==> src/rtl/irq_pkg.sv <==
package irq_pkg;
  localparam int LVL_W  = 3;
  localparam int MASK_W = 4;
  localparam int REG_W  = 8;
  typedef logic [LVL_W-1:0]  lvl_t;
  typedef logic [MASK_W-1:0] mask_t;
  localparam mask_t SAVED_RST = 4'hF;
  localparam mask_t CUR_RST   = 4'h0;
endpackage

==> src/rtl/irq_lvl_regs.sv <==
module irq_lvl_regs
  import irq_pkg::*;
#(
  parameter int N_SRC = 64,
  localparam int IDX_W = $clog2(N_SRC)
)(
  input  logic                  clk,
  input  logic                  rst,
  input  logic                  wr_en,
  input  logic [IDX_W-1:0]      wr_idx,
  input  lvl_t                  wr_lvl,
  input  logic [IDX_W-1:0]      rd_idx,
  output lvl_t                  rd_lvl,
  output lvl_t [N_SRC-1:0]      lvls
);
  lvl_t [N_SRC-1:0] tbl;

  always_ff @(posedge clk) begin
    if (rst) tbl <= '0;
    else if (wr_en) tbl[wr_idx] <= wr_lvl;
  end

  assign lvls   = tbl;
  assign rd_lvl = tbl[rd_idx];


  lvl_write_chk: assert property (@(posedge clk) disable iff (rst)
    wr_en |=> lvls[$past(wr_idx)] == $past(wr_lvl));
endmodule

==> src/rtl/irq_arbiter.sv <==
module irq_arbiter
  import irq_pkg::*;
#(
  parameter int N_SRC = 64,
  localparam int IDX_W = $clog2(N_SRC)
)(
  input  logic [N_SRC-1:0]      req,
  input  lvl_t [N_SRC-1:0]      lvls,
  input  mask_t                 cur_mask,
  output lvl_t                  win_lvl,
  output logic [IDX_W-1:0]      win_idx
);
  logic [N_SRC-1:0] elig;

  for (genvar g = 0; g < N_SRC; g++) begin : g_elig
    assign elig[g] = req[g] && ({1'b0, lvls[g]} > cur_mask);
  end

  always_comb begin
    win_lvl = '0;
    win_idx = '0;
    for (int i = 0; i < N_SRC; i++) begin
      if (elig[i] && (lvls[i] >= win_lvl)) begin
        win_lvl = lvls[i];
        win_idx = IDX_W'(i);
      end
    end
  end
endmodule

==> src/rtl/irq_mask_unit.sv <==
module irq_mask_unit
  import irq_pkg::*;
(
  input  logic  clk,
  input  logic  rst,
  input  logic  ack,
  input  logic  auto_en,
  input  lvl_t  ack_lvl,
  input  logic  wr_cur,
  input  logic  wr_sav,
  input  mask_t wr_val,
  output mask_t cur_mask,
  output mask_t sav_mask
);
  logic auto_hit;
  assign auto_hit = ack && auto_en && (ack_lvl != '0);

  always_ff @(posedge clk) begin
    if (rst) begin
      cur_mask <= CUR_RST;
      sav_mask <= SAVED_RST;
    end else if (wr_cur || wr_sav) begin
      if (wr_cur) cur_mask <= wr_val;
      if (wr_sav) sav_mask <= wr_val;
    end else if (auto_hit) begin
      sav_mask <= cur_mask;
      cur_mask <= {1'b0, ack_lvl};
    end
  end


  auto_mask_chk: assert property (@(posedge clk) disable iff (rst)
    (ack && auto_en && ack_lvl != '0 && !wr_cur && !wr_sav)
      |=> (cur_mask == {1'b0, $past(ack_lvl)}) && (sav_mask == $past(cur_mask)));

  no_auto_chk: assert property (@(posedge clk) disable iff (rst)
    (ack && !auto_en && !wr_cur && !wr_sav) |=> $stable(cur_mask) && $stable(sav_mask));

  wr_override_chk: assert property (@(posedge clk) disable iff (rst)
    (ack && wr_cur) |=> cur_mask == $past(wr_val));
endmodule

==> src/rtl/lvl_irq_ctrl.sv <==
module lvl_irq_ctrl
  import irq_pkg::*;
#(
  parameter int N_SRC = 64,
  localparam int IDX_W  = $clog2(N_SRC),
  localparam int ADDR_W = IDX_W + 1
)(
  input  logic              clk,
  input  logic              rst,
  input  logic [N_SRC-1:0]  irq_req,
  input  logic              irq_ack,
  input  logic              reg_wr,
  input  logic [ADDR_W-1:0] reg_addr,
  input  logic [7:0]        reg_wdata,
  output logic [7:0]        reg_rdata,
  output logic [2:0]        irq_level,
  output logic [IDX_W-1:0]  irq_src,
  output logic [IDX_W-1:0]  ack_src
);
  localparam logic [ADDR_W-1:0] A_CFG = ADDR_W'(N_SRC);
  localparam logic [ADDR_W-1:0] A_CUR = ADDR_W'(N_SRC + 1);
  localparam logic [ADDR_W-1:0] A_SAV = ADDR_W'(N_SRC + 2);

  logic              is_lvl, cfg_en;
  lvl_t              rd_lvl, win_lvl;
  lvl_t [N_SRC-1:0]  lvls;
  logic [IDX_W-1:0]  win_idx;
  mask_t             cur_mask, sav_mask;

  assign is_lvl = reg_addr < ADDR_W'(N_SRC);

  irq_lvl_regs #(.N_SRC(N_SRC)) u_regs (
    .clk(clk), .rst(rst),
    .wr_en(reg_wr && is_lvl), .wr_idx(reg_addr[IDX_W-1:0]), .wr_lvl(reg_wdata[LVL_W-1:0]),
    .rd_idx(reg_addr[IDX_W-1:0]), .rd_lvl(rd_lvl), .lvls(lvls)
  );

  irq_arbiter #(.N_SRC(N_SRC)) u_arb (
    .req(irq_req), .lvls(lvls), .cur_mask(cur_mask),
    .win_lvl(win_lvl), .win_idx(win_idx)
  );

  irq_mask_unit u_mask (
    .clk(clk), .rst(rst), .ack(irq_ack), .auto_en(cfg_en), .ack_lvl(irq_level),
    .wr_cur(reg_wr && reg_addr == A_CUR), .wr_sav(reg_wr && reg_addr == A_SAV),
    .wr_val(reg_wdata[MASK_W-1:0]), .cur_mask(cur_mask), .sav_mask(sav_mask)
  );

  always_ff @(posedge clk) begin
    if (rst) begin
      cfg_en    <= 1'b0;
      irq_level <= '0;
      irq_src   <= '0;
      ack_src   <= '0;
      reg_rdata <= '0;
    end else begin
      if (reg_wr && reg_addr == A_CFG) cfg_en <= reg_wdata[0];
      irq_level <= win_lvl;
      irq_src   <= win_idx;
      if (irq_ack) ack_src <= irq_src;
      if (is_lvl)                 reg_rdata <= {5'b0, rd_lvl};
      else if (reg_addr == A_CFG) reg_rdata <= {7'b0, cfg_en};
      else if (reg_addr == A_CUR) reg_rdata <= {4'b0, cur_mask};
      else if (reg_addr == A_SAV) reg_rdata <= {4'b0, sav_mask};
      else                        reg_rdata <= '0;
    end
  end


  mask_gate_chk: assert property (@(posedge clk) disable iff (rst)
    (irq_level != '0) |-> ({1'b0, irq_level} > $past(cur_mask)));

  idle_src_chk: assert property (@(posedge clk) disable iff (rst)
    (irq_level == '0) |-> (irq_src == '0));

  ack_capture_chk: assert property (@(posedge clk) disable iff (rst)
    irq_ack |=> ack_src == $past(irq_src));
endmodule

==> config.mk <==
export PLATFORM = sky130hd
export DESIGN_NAME = lvl_irq_ctrl
export DESIGN_NICKNAME = d
export VERILOG_FILES = /design/src/rtl/irq_pkg.sv /design/src/rtl/irq_lvl_regs.sv /design/src/rtl/irq_arbiter.sv /design/src/rtl/irq_mask_unit.sv /design/src/rtl/lvl_irq_ctrl.sv
export SDC_FILE = /design/constraint.sdc
export NUM_CORES = 1
export LEC_CHECK = 0
export BUFFER_PORTS_ARGS = -buffer_cell sky130_fd_sc_hd__buf_2
export CAP_MARGIN = 20
export CORE_MARGIN = 1
export CORE_UTILIZATION = 64
export CTS_CLUSTER_DIAMETER = 30
export DETAILED_ROUTE_END_ITERATION = 7
export GPL_ROUTABILITY_DRIVEN = 0
export PLACE_DENSITY = 0.88
export SLEW_MARGIN = 15
export SYNTH_ARGS = -nofsm -noshare
export SYNTH_HDL_FRONTEND = slang
export SYNTH_HIERARCHICAL = 1
export SYNTH_SLANG_ARGS = --single-unit
export TNS_END_PERCENT = 1
==> constraint.sdc <==
create_clock -name clk -period 90.8 [get_ports clk]
set_clock_uncertainty 0.1 [all_clocks]
set_input_delay 0 -clock clk [delete_from_list [all_inputs] [get_ports clk]]
set_output_delay 0 -clock clk [all_outputs]
set_load 0.05 [all_outputs]
==> results of run 1 <==
==> kinds of logic (layout without fill, tap and decap cells) <==
logic type | after synthesis | count (layout) | share of synthesized area, %
buf+inv | 276 | 395 | 4.85
flops | 220 | 220 | 17.9
other cells | 1 | 4 | 0.0152
mux | 158 | 158 | 8.37
simple gates | 1202 | 1202 | 24.1
fa+ha+maj | 323 | 323 | 16.3
compound gates | 937 | 937 | 28.6
==> sequential cells by signal, indices dropped and copies added, names as in the netlist <==
| name | cells |
|---|---|
| irq_src | 6 |
| u_regs/lvls | 192 |
| u_mask/cur_mask | 4 |
| cfg_en | 1 |
| u_mask/sav_mask | 4 |
| irq_level | 3 |
| reg_rdata | 4 |
| ack_src | 6 |
==> repair_timing <==
item / CTS / global route
hold buffers: 10 / 0
setup endpoints to repair: 9 / 9
pin swaps: 0 / 23
setup buffers: 0 / 35
resized for setup: 12 / 111
hold endpoints to repair: 94 / 0
==> power by group <==
group	leakage [nW]	switching [mW]	internal [mW]
Combinational	8.39	0.0201	0.0112
Clock	0.717	0.0519	0.109
Sequential	1.77	0.000557	0.0973
==> area by class of cell <==
| type | count | share of cell area [%] |
|---|---|---|
| Multi-Input combinational cell | 2624 | 70.6 |
| Sequential cell | 220 | 15.9 |
| Clock buffer | 51 | 4.27 |
| Timing Repair Buffer | 169 | 3.86 |
| Tap cell | 511 | 2.30 |
| Inverter | 154 | 2.11 |
| Clock inverter | 21 | 0.996 |
==> through the flow <==
| step | instances | hold WS (ns) | setup WS, ns | cell area (um2) | TNS, ns |
|---|---|---|---|---|---|
| 6_report | 3750 | 0.117 | 3.19 | 27800 | 0 |
| 5_1_grt | 3750 | 0.140 | -0.955 | 27800 | -6.85 |
| 4_1_cts | 3714 | 0.0538 | 0.116 | 27000 | 0 |
| 3_5_place_dp | 3632 | 0.172 | -0.455 | 25400 | -2.06 |
| 3_3_place_gp | 3632 | 0.172 | 3.02 | 25400 | 0 |
| 2_1_floorplan | 3120 | 0.0440 | 8.95 | 24600 | 0 |
==> worst reg2reg max path: cells and delay by family, from the launching register on <==
kind | cells | cell delay [ns]
AOI/OAI and AO/OA | 161 | 32.49
adders and majority gates | 79 | 23.18
buffers and inverters | 18 | 1.78
DFF | 1 | 0.40
muxes | 21 | 7.25
and+or+nand+nor | 142 | 22.27
==> worst max-delay path by stage <==
stage                                  start         end
after global routing      u_mask/cur_mask[3]  irq_src[3]
after CTS                 u_mask/cur_mask[1]  irq_src[4]
final                     u_mask/cur_mask[1]  irq_src[4]
after detailed placement  u_mask/cur_mask[1]  irq_src[3]
after global placement    u_mask/cur_mask[1]  irq_src[4]
after floorplan           u_mask/cur_mask[0]  irq_src[3]
==> layer usage <==
| layer | vias up | wire length (um) | track usage [%] |
|---|---|---|---|
| met4 | 0 | 4530 | 20.0 |
| met3 | 546 | 9780 | 8.50 |
| met2 | 2048 | 36900 | 63.8 |
| li1 | 11900 | - | - |
| met1 | 12600 | 30000 | 47.1 |
| met5 | - | 0 | 0 |
==> cell usage in the layout, fill, tap and decap left out, types with 31 or more instances in the layout <==
master     synthesis  final
a21oi_1          245    236
buf_2             27     95
nand2b_1          72     72
dfxtp_1          220    218
o211ai_1          32     32
nand3_1          255    255
mux2i_1          103     99
a21o_1            31     31
nand2_1          349    348
o21a_1           104    104
nor2_1           212    208
clkbuf_16          0     43
o2111a_1          51     51
buf_4             10     61
a31oi_1           40     33
inv_1            151    149
ha_1             308    307
nor2b_1           99     98
and2_1            43     42
o21ai_0          102     89
==> impl_metrics.py, run 1 <==
metrics = {
    "final_layout": {
        "fin_nets": 3602,
        "multi_input_area_um2": 19600,
        "area_growth_syn_to_layout_pct": 12.7,
        "drive_gt1_share_pct": 15.1,
        "nFillCells": 2524,
        "regArea_um2": 4410,
        "final_util_pct": 73.5,
        "diodes": 0,
    },
    "sta": {
        "fin_crit_sh_pct": 96.5,
        "setup_violations": 0,
        "hold_violations": 0,
        "fmax_ghz": 0.0114,
        "max_slew.worst_pin.slew_ns": 1.13,
        "period_minus_slack_ns": 87.61,
        "slew_headroom_pct": 24.7,
        "final_max_slew_viol_count": 0,
    },
    "yosys": {
        "yosysWarnings": 6,
        "synthArstFlopShare_pct": 0,
        "synth-seq-cells": 220,
        "synth.distinct_cells": 131,
        "synthTopCellsByCount": "nand2_1, ha_1, nand3_1",
        "avgSynthCellArea_um2": 7.90,
        "synthCells": 3117,
        "ys_top_cells_by_area": "dfxtp_1, ha_1, nand2_1",
        "yosysSeqAreaShare_pct": 17.9,
        "syn_area_um2": 24600,
        "synth_top_area_share_pct": 17.9,
        "synth_most_common_cell": "nand2_1",
        "yosysTopAreaCell": "dfxtp_1",
        "synthFlopType": "dfxtp_1",
        "synth-edff-count": 0,
    },
    "setup_path": {
        "path_delay_family": "compound AO/OA/AOI/OAI gates",
        "rr_startpoint": "u_mask/cur_mask[1]",
        "cp.arrival_ns": 87.88,
        "crit_cells": 421,
        "crit_type": "register to register",
        "cpPeakStageDelay_ns": 0.46,
        "path_buf_inv": 18,
        "crit_slowest_cell": "or3b_2",
        "regToRegSetupSlack_ns": 3.19,
        "cp_data_required_time_ns": 91.07,
        "r2r_end": "irq_src[4]",
        "worstPathMaxFanout": 22,
        "reg2regPathDepth": 421,
        "startpoint_type": "register",
        "crit_top_cell": "ha_1",
        "end_kind": "register",
    },
    "clock_tree": {
        "cts_root_buffer": "clkbuf_16",
        "clock_latency_ns": 0.53,
        "ctsHtreeMaxLevel": 2,
        "cts.path.max_buffers": 3,
        "cts_tree": "yes",
        "path_clk_slew_ns": 0.05,
        "cts.sinks": 220,
        "numCtsBuffers": 42,
    },
    "min_path": {
        "hold_class": "input port to register",
        "hold_start": "reg_wdata[1]",
        "holdPathStages": 4,
        "worstHoldEndpoint": "u_regs/lvls[142]",
    },
    "routing": {
        "wl_per_cell_um": 21.7,
        "drt-initial-drc-count": 3839,
        "viasPerCell": 7.23,
        "drt-pass1-iter-count": 8,
        "finalWirelength_um": 81200,
        "vias": 27100,
        "drc": 16,
        "drtAntennaViolNets": 0,
    },
    "floorplanning": {
        "start_util_pct": 65.3,
        "dieArea_um2": 39300,
        "rows": 71,
        "die_w_um": 198,
        "pin_count": 106,
        "fp.dieH_um": 198,
        "coreArea_um2": 37800,
    },
    "global_routing": {
        "antenna_found_initial": 0,
        "track_usage_pct": 38.7,
        "grt_pass1_wl_um": 124000,
        "grt_max_degree": 120,
        "grt_pass1_vias": 25600,
        "grt_overflow": 0,
    },
    "placement": {
        "port_buffers": 97,
        "post-dp-hpwl_um": 55100,
    },
    "pwr": {
        "vdd_drop_max_v": 0.0000111,
        "power_leakage_nw": 10.9,
        "power.density_nw_per_um2": 10.4,
        "p_total_mw": 0.290,
    },
    "status": {
        "violations": "DRC",
        "status": "complete, but fails checks",
    },
    "job": {
        "maxCapViolCount": 0,
    },
}
Note: power is estimated with default switching activity, not from simulation.
==> run 2: changes to the inputs <==
CORE_UTILIZATION = 40   (was 64)
PLACE_DENSITY = 0.64   (was 0.88)
RECOVER_POWER = 25   (was default)
clock period = 72.3 ns   (was 90.8 ns; I/O delays follow)
==> run 2 against run 1 <==
Net effect: the flow finishes with violations (setup timing); clock power is 36% higher; die area is 59% higher; register-to-register slack worse by 7.5 ns; critical path depth is 3 lower; maximum frequency is 14% higher; utilization is 16 points lower; sequential cell count stayed put; global-route usage is 13 points lower; first-iteration DRC count is 46% lower; sequential share of layout area is 3.1 points lower.
==> impl_metrics.py, run 2 (same netlist as run 1, synthesis figures left out) <==
metrics = {
    "status": {
        "status": "complete, but fails checks",
        "violations": "setup timing",
    },
    "sta": {
        "setup_tns_ns": -37.72,
        "fin_crit_sh_pct": 106,
        "fmax_ghz": 0.0131,
        "holdWs_ns": 0.00468,
        "setup_ws_ns": -4.28,
        "period_minus_slack_ns": 76.58,
        "max_slew.worst_pin.slew_ns": 0.898,
        "hold_violations": 0,
        "slew_headroom_pct": 39.4,
        "rsz0062_at_grt": "true",
        "setup_violations": 9,
        "final_max_slew_viol_count": 0,
    },
    "final_layout": {
        "regArea_um2": 4410,
        "nFillCells": 5304,
        "largest_reg_flops": 192,
        "multi_input_area_um2": 21500,
        "most-common-layout-cells": "buf_4, nand2_1, ha_1",
        "drive_gt1_share_pct": 35.2,
        "layoutNonFillerInstCount": 4622,
        "area_growth_syn_to_layout_pct": 40.5,
        "mostFrequentLayoutCell": "buf_4",
        "fin_nets": 4193,
    },
    "routing": {
        "wl_per_cell_um": 18.4,
        "drt-pass1-iter-count": 5,
        "highest_layer": "met4",
        "finalWirelength_um": 85200,
        "drc": 0,
        "dr_wl_met2_um": 38900,
        "drtAntennaViolNets": 0,
        "vias": 26800,
        "viasPerCell": 5.80,
        "wl_met3_um": 4900,
        "drt-initial-drc-count": 2062,
        "wl_met1_um": 39400,
    },
    "setup_path": {
        "crit_slowest_cell": "or3_4",
        "startpoint_type": "register",
        "end_kind": "register",
        "worstPathMaxFanout": 6,
        "cp_data_required_time_ns": 72.63,
        "path_buf_inv": 16,
        "path_delay_family": "compound AO/OA/AOI/OAI gates",
        "reg2regPathDepth": 418,
        "crit_top_cell": "nand2b_4",
        "cp.arrival_ns": 76.90,
        "cpPeakStageDelay_ns": 0.43,
        "crit_type": "register to register",
        "crit_cells": 418,
    },
    "pwr": {
        "power.density_nw_per_um2": 11.3,
        "power_leakage_nw": 14.5,
        "pwr-share-clk_pct": 55.9,
        "combinationalPowerShare_pct": 12.7,
        "power.switching_mw": 0.104,
        "vdd_drop_max_v": 0.0000152,
        "p_total_mw": 0.392,
        "p_int_mw": 0.287,
        "p_seq_share_pct": 31.4,
        "switching_share_pct": 26.6,
    },
    "clock_tree": {
        "cts_root_buffer": "clkbuf_16",
        "path_clk_slew_ns": 0.05,
        "ctsHtreeMaxLevel": 2,
        "cts.sinks": 220,
        "cts.path.max_buffers": 3,
        "clock_latency_ns": 0.56,
        "numCtsBuffers": 48,
        "cts_tree": "yes",
    },
    "floorplanning": {
        "dieArea_um2": 62600,
        "coreArea_um2": 60600,
        "rows": 90,
        "start_util_pct": 40.7,
        "pin_count": 106,
        "die_w_um": 250,
        "fp.dieH_um": 250,
    },
    "global_routing": {
        "grt_overflow": 0,
        "grt_max_degree": 108,
        "grt_pass1_vias": 24900,
        "antenna_found_initial": 0,
        "track_usage_pct": 25.4,
        "grt_pass1_wl_um": 131000,
    },
    "placement": {
        "dpl.cell_count": 4407,
        "post-dp-hpwl_um": 60200,
        "dpl_worst_slack_ns": -4.56,
        "port_buffers": 97,
    },
    "min_path": {
        "holdPathStages": 3,
        "hold_class": "input port to register",
    },
    "job": {
        "maxCapViolCount": 0,
    },
}
## run 2: cell count changes in the layout (fill, tap and decap cells not counted), moves of 16 or more
cell | before | now
a21oi_1 | 236 | 216
a21oi_2 | 9 | 26
buf_4 | 61 | 637
ha_1 | 307 | 268
ha_4 | 0 | 36
nand2_1 | 348 | 329
nand2_2 | 3 | 19
nand2b_1 | 72 | 22
nand2b_4 | 0 | 50
nor2_1 | 208 | 181
nor2_2 | 11 | 34
## run 2: tightest hold or removal path, stage by stage
cell and delay [ns]:
buf_4 0.26, a2bb2oi_1 0.20, nor3_1 0.11
## run 2: area by class of cell
cell class,instances,area share (%)
multi-input combinational,2624,62.0
timing repair buffer,754,16.0
sequential,220,12.7
clock buffer,57,3.77
tap,782,2.83
inverter,154,1.69
clock inverter,30,0.954
antenna,1,0.00723
## run 2: layer usage
metal / track usage [%] / vias up
met3: 2.40 / 121
met2: 41.5 / 808
li1: - / 13100
met4: 6.92 / 0
met1: 35.5 / 12800
met5: 0 / -
## run 2: path summary, 6_finish.rpt
| path | startpoint | to | slack (ns) |
|---|---|---|---|
| worst min-delay path | reg_addr[1] | reg_rdata[3] | 0.005 |
| worst min register to register | u_regs/lvls[84] | u_regs/lvls[84] | 0.37 |
| worst max register to register | u_mask/cur_mask[2] | irq_src[5] | -4.28 |
| worst max-delay path | u_mask/cur_mask[2] | irq_src[5] | -4.28 |
## run 2: stage by stage
step | instance area (um2) | utilization, %
floorplan | 25800 | -
global placement | 30600 | 50.6
detailed placement | 30600 | 50.6
CTS | 32900 | 54.3
global route | 34600 | 57.1
finish | 34600 | 57.1
## run 2: power by group through the flow
stage               Sequential [mW]  Clock [mW]  Combinational, mW
floorplan                     0.127           0             0.0273
global placement              0.125           0             0.0431
detailed placement            0.125           0             0.0435
CTS                           0.123       0.218             0.0450
global route                  0.123       0.226             0.0530
finish                        0.123       0.219             0.0498
## run 2: timing repair
| item | in CTS | in global routing |
|---|---|---|
| pin swaps | 61 | 244 |
| buffers inserted | 43 | 72 |
| endpoints found under the hold margin | 111 | 0 |
| hold buffers | 12 | 0 |
| endpoints found under the setup margin | 9 | 9 |
| gates resized for setup | 34 | 207 |
